**src/rtl/stat_bank_pkg.sv**
```systemverilog
`timescale 1ns/1ps
package stat_bank_pkg;
  // command/status bit positions (software decodes these)
  localparam int CMD_CLEAR  = 0;
  localparam int CMD_RINDEX = 1;
  localparam int CMD_FLUSH  = 2;
  localparam int CMD_FREEZE = 3;

  localparam int CSR_W  = 8;
  localparam int TAG_W  = 8;
  localparam int VAL_W  = 24;
  localparam int WORD_W = TAG_W + VAL_W;

  typedef enum logic [1:0] {
    SWP_IDLE  = 2'd0,
    SWP_CLEAR = 2'd1,
    SWP_FLUSH = 2'd2
  } sweep_e;

  // strobe-to-counter wiring convention
  localparam int EV_RX_ALL       = 0;
  localparam int EV_RX_OK        = 1;
  localparam int EV_TX_OK        = 2;
  localparam int EV_RX_FIFO_OVR  = 3;
  localparam int EV_RX_SHORT     = 4;
  localparam int EV_RX_SHORT_BAD = 5;
  localparam int EV_RX_SZ0       = 6;   // even: receive size bins 6..16
  localparam int EV_TX_SZ0       = 7;   // odd: transmit size bins 7..17
  localparam int EV_TX_COLL      = 18;
  localparam int EV_RX_FCS_BAD   = 19;
  localparam int EV_RX_LONG      = 25;
  localparam int EV_RX_LONG_BAD  = 26;
  localparam int EV_TX_LATE_COLL = 31;
endpackage

```
**src/rtl/stat_ctl.sv**
```systemverilog
`timescale 1ns/1ps
module stat_ctl
  import stat_bank_pkg::*;
#(
  parameter int NUM_CNT = 32,
  parameter int IDX_W   = $clog2(NUM_CNT)
) (
  input  logic              clk,
  input  logic              rst,
  input  logic              csr_wr_i,
  input  logic [CSR_W-1:0]  csr_wdata_i,
  output logic [CSR_W-1:0]  csr_rdata_o,
  input  logic              data_rd_i,
  output logic              freeze_o,
  output logic              sweep_en_o,
  output logic              sweep_flush_o,
  output logic [IDX_W-1:0]  sweep_idx_o,
  output logic [IDX_W-1:0]  rd_ptr_next_o
);
  localparam logic [IDX_W-1:0] LAST_IDX = IDX_W'(NUM_CNT - 1);

  sweep_e            st_q;
  logic [IDX_W-1:0]  idx_q;
  logic [IDX_W-1:0]  ptr_q;
  logic              frz_q;
  logic              unused_hi;

  assign unused_hi = ^csr_wdata_i[CSR_W-1:CMD_FREEZE+1];

  always_ff @(posedge clk) begin
    if (rst) begin
      st_q  <= SWP_IDLE;
      idx_q <= '0;
      frz_q <= 1'b0;
    end else begin
      if (csr_wr_i) frz_q <= csr_wdata_i[CMD_FREEZE];
      if (st_q == SWP_IDLE) begin
        idx_q <= '0;
        if (csr_wr_i && csr_wdata_i[CMD_CLEAR])      st_q <= SWP_CLEAR;
        else if (csr_wr_i && csr_wdata_i[CMD_FLUSH]) st_q <= SWP_FLUSH;
      end else begin
        if (idx_q == LAST_IDX) begin
          st_q  <= SWP_IDLE;
          idx_q <= '0;
        end else begin
          idx_q <= idx_q + 1'b1;
        end
      end
    end
  end

  always_comb begin
    if (csr_wr_i && csr_wdata_i[CMD_RINDEX]) rd_ptr_next_o = '0;
    else if (data_rd_i) rd_ptr_next_o = (ptr_q == LAST_IDX) ? '0 : ptr_q + 1'b1;
    else rd_ptr_next_o = ptr_q;
  end

  always_ff @(posedge clk) begin
    if (rst) ptr_q <= '0;
    else     ptr_q <= rd_ptr_next_o;
  end

  assign freeze_o      = frz_q;
  assign sweep_en_o    = (st_q != SWP_IDLE);
  assign sweep_flush_o = (st_q == SWP_FLUSH);
  assign sweep_idx_o   = idx_q;

  always_comb begin
    csr_rdata_o             = '0;
    csr_rdata_o[CMD_CLEAR]  = (st_q == SWP_CLEAR);
    csr_rdata_o[CMD_FLUSH]  = (st_q == SWP_FLUSH);
    csr_rdata_o[CMD_FREEZE] = frz_q;
  end
endmodule

```
**src/rtl/stat_counters.sv**
```systemverilog
`timescale 1ns/1ps
module stat_counters #(
  parameter int NUM_CNT = 32,
  parameter int CNT_W   = 24,
  parameter int IDX_W   = $clog2(NUM_CNT)
) (
  input  logic                     clk,
  input  logic                     rst,
  input  logic [NUM_CNT-1:0]       evt_i,
  input  logic                     freeze_i,
  input  logic                     sweep_en_i,
  input  logic [IDX_W-1:0]         sweep_idx_i,
  output logic [NUM_CNT*CNT_W-1:0] cnt_flat_o,
  output logic                     ovf_o
);
  localparam logic [CNT_W-1:0] CNT_MAX = '1;

  logic [NUM_CNT-1:0] sat;

  for (genvar i = 0; i < NUM_CNT; i++) begin : g_cnt
    logic [CNT_W-1:0] cnt_q;
    logic             hit;
    logic             zap;

    assign hit = evt_i[i] & ~freeze_i;
    assign zap = sweep_en_i && (sweep_idx_i == IDX_W'(i));

    always_ff @(posedge clk) begin
      if (rst)                           cnt_q <= '0;
      else if (zap)                      cnt_q <= CNT_W'(hit);
      else if (hit && cnt_q != CNT_MAX)  cnt_q <= cnt_q + 1'b1;
    end

    assign sat[i] = (cnt_q == CNT_MAX);
    assign cnt_flat_o[i*CNT_W +: CNT_W] = cnt_q;
  end

  always_ff @(posedge clk) begin
    if (rst) ovf_o <= 1'b0;
    else     ovf_o <= |sat;
  end
endmodule

```
**src/rtl/stat_snapshot.sv**
```systemverilog
`timescale 1ns/1ps
module stat_snapshot #(
  parameter int DEPTH = 32,
  parameter int W     = 24,
  parameter int AW    = $clog2(DEPTH)
) (
  input  logic          clk,
  input  logic          rst,
  input  logic          we_i,
  input  logic [AW-1:0] waddr_i,
  input  logic [W-1:0]  wdata_i,
  input  logic [AW-1:0] raddr_i,
  output logic [W-1:0]  rdata_o
);
  logic [W-1:0] mem [DEPTH];

  always_ff @(posedge clk) begin
    if (we_i) mem[waddr_i] <= wdata_i;
  end

  always_ff @(posedge clk) begin
    if (rst) rdata_o <= '0;
    else     rdata_o <= mem[raddr_i];
  end
endmodule

```
**src/rtl/stat_bank.sv**
```systemverilog
`timescale 1ns/1ps
module stat_bank
  import stat_bank_pkg::*;
#(
  parameter int NUM_CNT = 32,
  parameter int CNT_W   = 24
) (
  input  logic               clk,
  input  logic               rst,
  input  logic [NUM_CNT-1:0] evt_i,
  input  logic               csr_wr_i,
  input  logic [7:0]         csr_wdata_i,
  output logic [7:0]         csr_rdata_o,
  input  logic               data_rd_i,
  output logic [31:0]        data_o,
  output logic               ovf_o
);
  localparam int IDX_W = $clog2(NUM_CNT);

  logic                     freeze;
  logic                     sweep_en;
  logic                     sweep_flush;
  logic [IDX_W-1:0]         sweep_idx;
  logic [IDX_W-1:0]         ptr_next;
  logic [NUM_CNT*CNT_W-1:0] cnt_flat;
  logic [CNT_W-1:0]         snap_rdata;
  logic [TAG_W-1:0]         tag_q;
  logic [VAL_W-1:0]         val_ext;

  stat_ctl #(.NUM_CNT(NUM_CNT), .IDX_W(IDX_W)) u_ctl (
    .clk           (clk),
    .rst           (rst),
    .csr_wr_i      (csr_wr_i),
    .csr_wdata_i   (csr_wdata_i),
    .csr_rdata_o   (csr_rdata_o),
    .data_rd_i     (data_rd_i),
    .freeze_o      (freeze),
    .sweep_en_o    (sweep_en),
    .sweep_flush_o (sweep_flush),
    .sweep_idx_o   (sweep_idx),
    .rd_ptr_next_o (ptr_next)
  );

  stat_counters #(.NUM_CNT(NUM_CNT), .CNT_W(CNT_W), .IDX_W(IDX_W)) u_cnt (
    .clk         (clk),
    .rst         (rst),
    .evt_i       (evt_i),
    .freeze_i    (freeze),
    .sweep_en_i  (sweep_en),
    .sweep_idx_i (sweep_idx),
    .cnt_flat_o  (cnt_flat),
    .ovf_o       (ovf_o)
  );

  stat_snapshot #(.DEPTH(NUM_CNT), .W(CNT_W), .AW(IDX_W)) u_snap (
    .clk     (clk),
    .rst     (rst),
    .we_i    (sweep_flush),
    .waddr_i (sweep_idx),
    .wdata_i (cnt_flat[sweep_idx*CNT_W +: CNT_W]),
    .raddr_i (ptr_next),
    .rdata_o (snap_rdata)
  );

  always_ff @(posedge clk) begin
    if (rst) tag_q <= '0;
    else     tag_q <= TAG_W'(ptr_next);
  end

  always_comb begin
    val_ext = '0;
    val_ext[CNT_W-1:0] = snap_rdata;
  end

  assign data_o = {tag_q, val_ext};
endmodule

```
**config.mk**
```make
export PLATFORM = sky130hd
export DESIGN_NAME = stat_bank
export DESIGN_NICKNAME = d
export VERILOG_FILES = /design/src/rtl/stat_bank_pkg.sv /design/src/rtl/stat_ctl.sv /design/src/rtl/stat_counters.sv /design/src/rtl/stat_snapshot.sv /design/src/rtl/stat_bank.sv
export SDC_FILE = /design/constraint.sdc
export NUM_CORES = 2
export LEC_CHECK = 0
export BUFFER_PORTS_ARGS = -buffer_cell sky130_fd_sc_hd__buf_2
export CORE_MARGIN = 2
export CORE_UTILIZATION = 57
export DETAILED_ROUTE_END_ITERATION = 12
export GPL_TIMING_DRIVEN = 1
export PLACE_DENSITY = 0.76
export SYNTH_ARGS = -nofsm -noshare
export SYNTH_HDL_FRONTEND = slang
export SYNTH_SLANG_ARGS = --single-unit
```
**constraint.sdc**
```tcl
create_clock -name clk -period 3.65 [get_ports clk]
set_clock_uncertainty 0.15 [all_clocks]
set_input_delay 0.73 -clock clk [delete_from_list [all_inputs] [get_ports clk]]
set_output_delay 0.73 -clock clk [all_outputs]
set_load 0.1 [all_outputs]
```
==> metrics.md <==
| Metric | Value |
|---|---|
| Slew Viols, Final | `0` |
| Setup TNS | `0 ns` |
| Die area | `approximately 130000 um^2` |
| Gr usage total | `about a third` |
| Layout fillers | `between 9000 and 10000` |
| Post-route DRC violation count | `0` |
| Post-CTS sizing | `0` |
| Synth Flop Type | `dfxtp_1` |
| Placer congestion estimate | `slightly below 1` |
| Fin. Hold Viols | `0` |
| Post-Syn Instances | `6945` |
| Final min period | `3.59 ns` |
| Vias in the first global route | `between 50000 and 60000` |
| Setup-failing EPs final | `0` |
| Routed Antenna Nets | `0` |
| Top cells by area, synth | `edfxtp_1 31%, dfxtp_1 22%, mux4_2 7.3%` |
| Synth cell types | `between 80 and 90` |
| RSZ-0062 raised after global routing | `no` |
| Overflow after GRT | `0` |
| Actual slew at the worst max-slew pin | `about 1.3 ns` |
| Layout cells sized above 1 | `approximately an eighth` |
| Pwr dens | `around 450 nW/um^2` |
| Cts hold-fix bufs | `2` |
| Leakage power | `0.0276 uW` |
| CTS buffer count | `~160` |
| Maxcap violations | `0` |
| Arrival time at the worst endpoint | `2.71 ns` |
| CP required | `around 2.8 ns` |
| Tcrit/Tclk final | `between 90% and 100%` |
| Synthesized area | `between 70000 and 80000 um^2` |
| Syn-to-layout area delta | `11.6%` |
| Rows | `approximately 130` |
| CTS H-tree depth | `4` |
| CTS clk-pin slew, worst paths | `around 0.06 ns` |
| CTS tree | `built` |
| Nets@finish | `7072` |
| Pin count of the biggest net entering global routing | `89` |
| Maximum clock frequency | `between 200 and 300 MHz` |
| Hpwl dp | `141000 um` |
| DP Worst Slack | `0.376 ns` |
| Slew HR | `about an eighth` |
| Avg Synthesized Cell Area | `~11 um^2` |
| Synthesis warning total | `0` |
| Worst-Skew Late Latency | `between 0.8 and 0.9 ns` |
| Seq cells post-synth | `about 1600` |
| Asr flop ratio synth | `0%` |
| Starting Density | `57.6%` |
| CP Class | `register to primary output` |
| Vias | `57241` |
| CTS Buffer Depth | `3` |
| WL per Instance | `23.9 um` |
| Status | `complete, no violations` |
| Hold slack | `0.138 ns` |
| DRT iter0 DRCs | `~7500` |
| IR drop worst, VDD | `around 450 uV` |
| Area share of the largest cell type after synthesis | `between 30% and 40%` |
| Element type at the critical path start | `register` |
| First-pass GRT wire length | `roughly 320000 um` |
| Final WS setup | `approximately 0.057 ns` |
| Initial antenna violation count | `4` |
| Die Height | `364 um` |
| Vias per cell | `6.47` |
| Hold WC Path Type | `input pin to register` |
| EDFF count, synth | `between 700 and 800` |
| Post-CTS setup buffers | `0` |
| Die W | `~360 um` |
| Synth cell count leaders | `812 x nand2_1, 806 x dfxtp_1, 768 x edfxtp_1, 768 x nor2_1, 335 x clkbuf_1` |
| Seq/Total Area, Yosys | `between 50 and 60%` |
| Most frequent cell after synthesis | `nand2_1` |
| WL final | `roughly 210000 um` |
| Post-synth top area cell | `edfxtp_1` |
| IO Port Bufs | `~70` |
| Clk sinks | `1574` |
| Critical path capture point type | `primary output` |
| Worst-path fanout max | `10` |
| Core area | `128000 um^2` |
| Clock root cell | `clkbuf_16` |
| Antenna Cells | `0` |
| Drt first pass iters | `8` |
| Io pins | `85` |
[kinds of logic (layout without fill, tap and decap cells)]
group	after synthesis	in the layout	share of synthesized area [%]
simple gates	3047	3047	20.3
flops	1574	1574	53.2
compound gates	923	923	8.52
xor+xnor	572	572	6.79
buf+inv	519	686	2.79
mux	269	269	7.73
fa+ha+maj	40	40	0.679
other cells	1	8	0.00509
[report_power, final]
group	internal [uW]	total, uW	switching [uW]
Clock	9520	16700	7140
Combinational	612	2000	1390
Sequential	18500	18600	142
Total	28600	37300	8670
[cells in the final DEF, fill, tap and decap left out, types with 207 or more instances in the layout]
cell type | Yosys | final
dfxtp_1 | 806 | 801
nand2_1 | 812 | 809
nand3_1 | 274 | 274
nor2_1 | 768 | 734
mux4_2 | 240 | 240
nand4_1 | 253 | 253
xnor2_1 | 274 | 274
a211oi_1 | 208 | 207
edfxtp_1 | 768 | 768
xor2_1 | 298 | 298
o21ai_0 | 226 | 224
and3_1 | 300 | 300
[registers in the layout, indices dropped and copies added, names as in the netlist]
signal             cells
u_cnt.g_cnt.cnt_q    768
u_cnt.ovf_o            1
u_ctl.freeze_o         1
u_ctl.ptr_q            5
u_ctl.st_q             2
u_ctl.sweep_idx_o      5
u_snap.mem           768
u_snap.rdata_o        24
[area by class of cell]
class	count	area, um^2	area share (%)
inverter	96	360	0.438
tap	1729	2160	2.63
clock inverter	64	747	0.908
sequential	1574	39200	47.7
clock buffer	232	4580	5.57
multi-input combinational	4859	32800	39.8
timing repair buffer	294	2420	2.94
[routing by layer]
| metal | share of wire [%] | up-vias | GRT usage (%) |
|---|---|---|---|
| met2 | 45 | 3002 | 48.3 |
| met5 | 0.020 | - | 0 |
| li1 | - | 25839 | - |
| met1 | 40 | 27891 | 43.1 |
| met4 | 4.8 | 6 | 14.6 |
| met3 | 11 | 503 | 6.61 |
[path summary, 6_finish.rpt]
| check | from | endpoint | slack (ns) | cells after the start |
|---|---|---|---|---|
| min | evt_i[16] | u_cnt.g_cnt[16].cnt_q[0]$_SDFFE_PP0P_ | 0.14 | 3 |
| max | u_ctl.st_q[1]$_SDFFE_PP0P_ | csr_rdata_o[2] | 0.06 | 2 |
| min reg2reg | u_cnt.g_cnt[28].cnt_q[1]$_SDFFE_PP0P_ | u_cnt.g_cnt[28].cnt_q[1]$_SDFFE_PP0P_ | 0.35 | 2 |
| max reg2reg | u_ctl.ptr_q[0]$_SDFF_PP0_ | u_snap.rdata_o[2]$_SDFF_PP0_ | 0.32 | 10 |
[metrics by stage]
stage                     util (%)  total power [uW]  instances  cell area [um^2]
after CTS                     64.3             37300       8848             82300
after global routing          64.3             38200       8848             82300
after detailed placement      60.1             21000       8550             76900
after floorplan                  -             20300       6952             73800
after global placement        60.1             20900       8550             76900
final                         64.3             37300       8848             82300
[critical path: stages (launching register included)]
cell and delay [ns]:
dfxtp_1 0.66, nor2b_1 0.69, buf_2 0.55
Power figures use the tool's default switching activity.
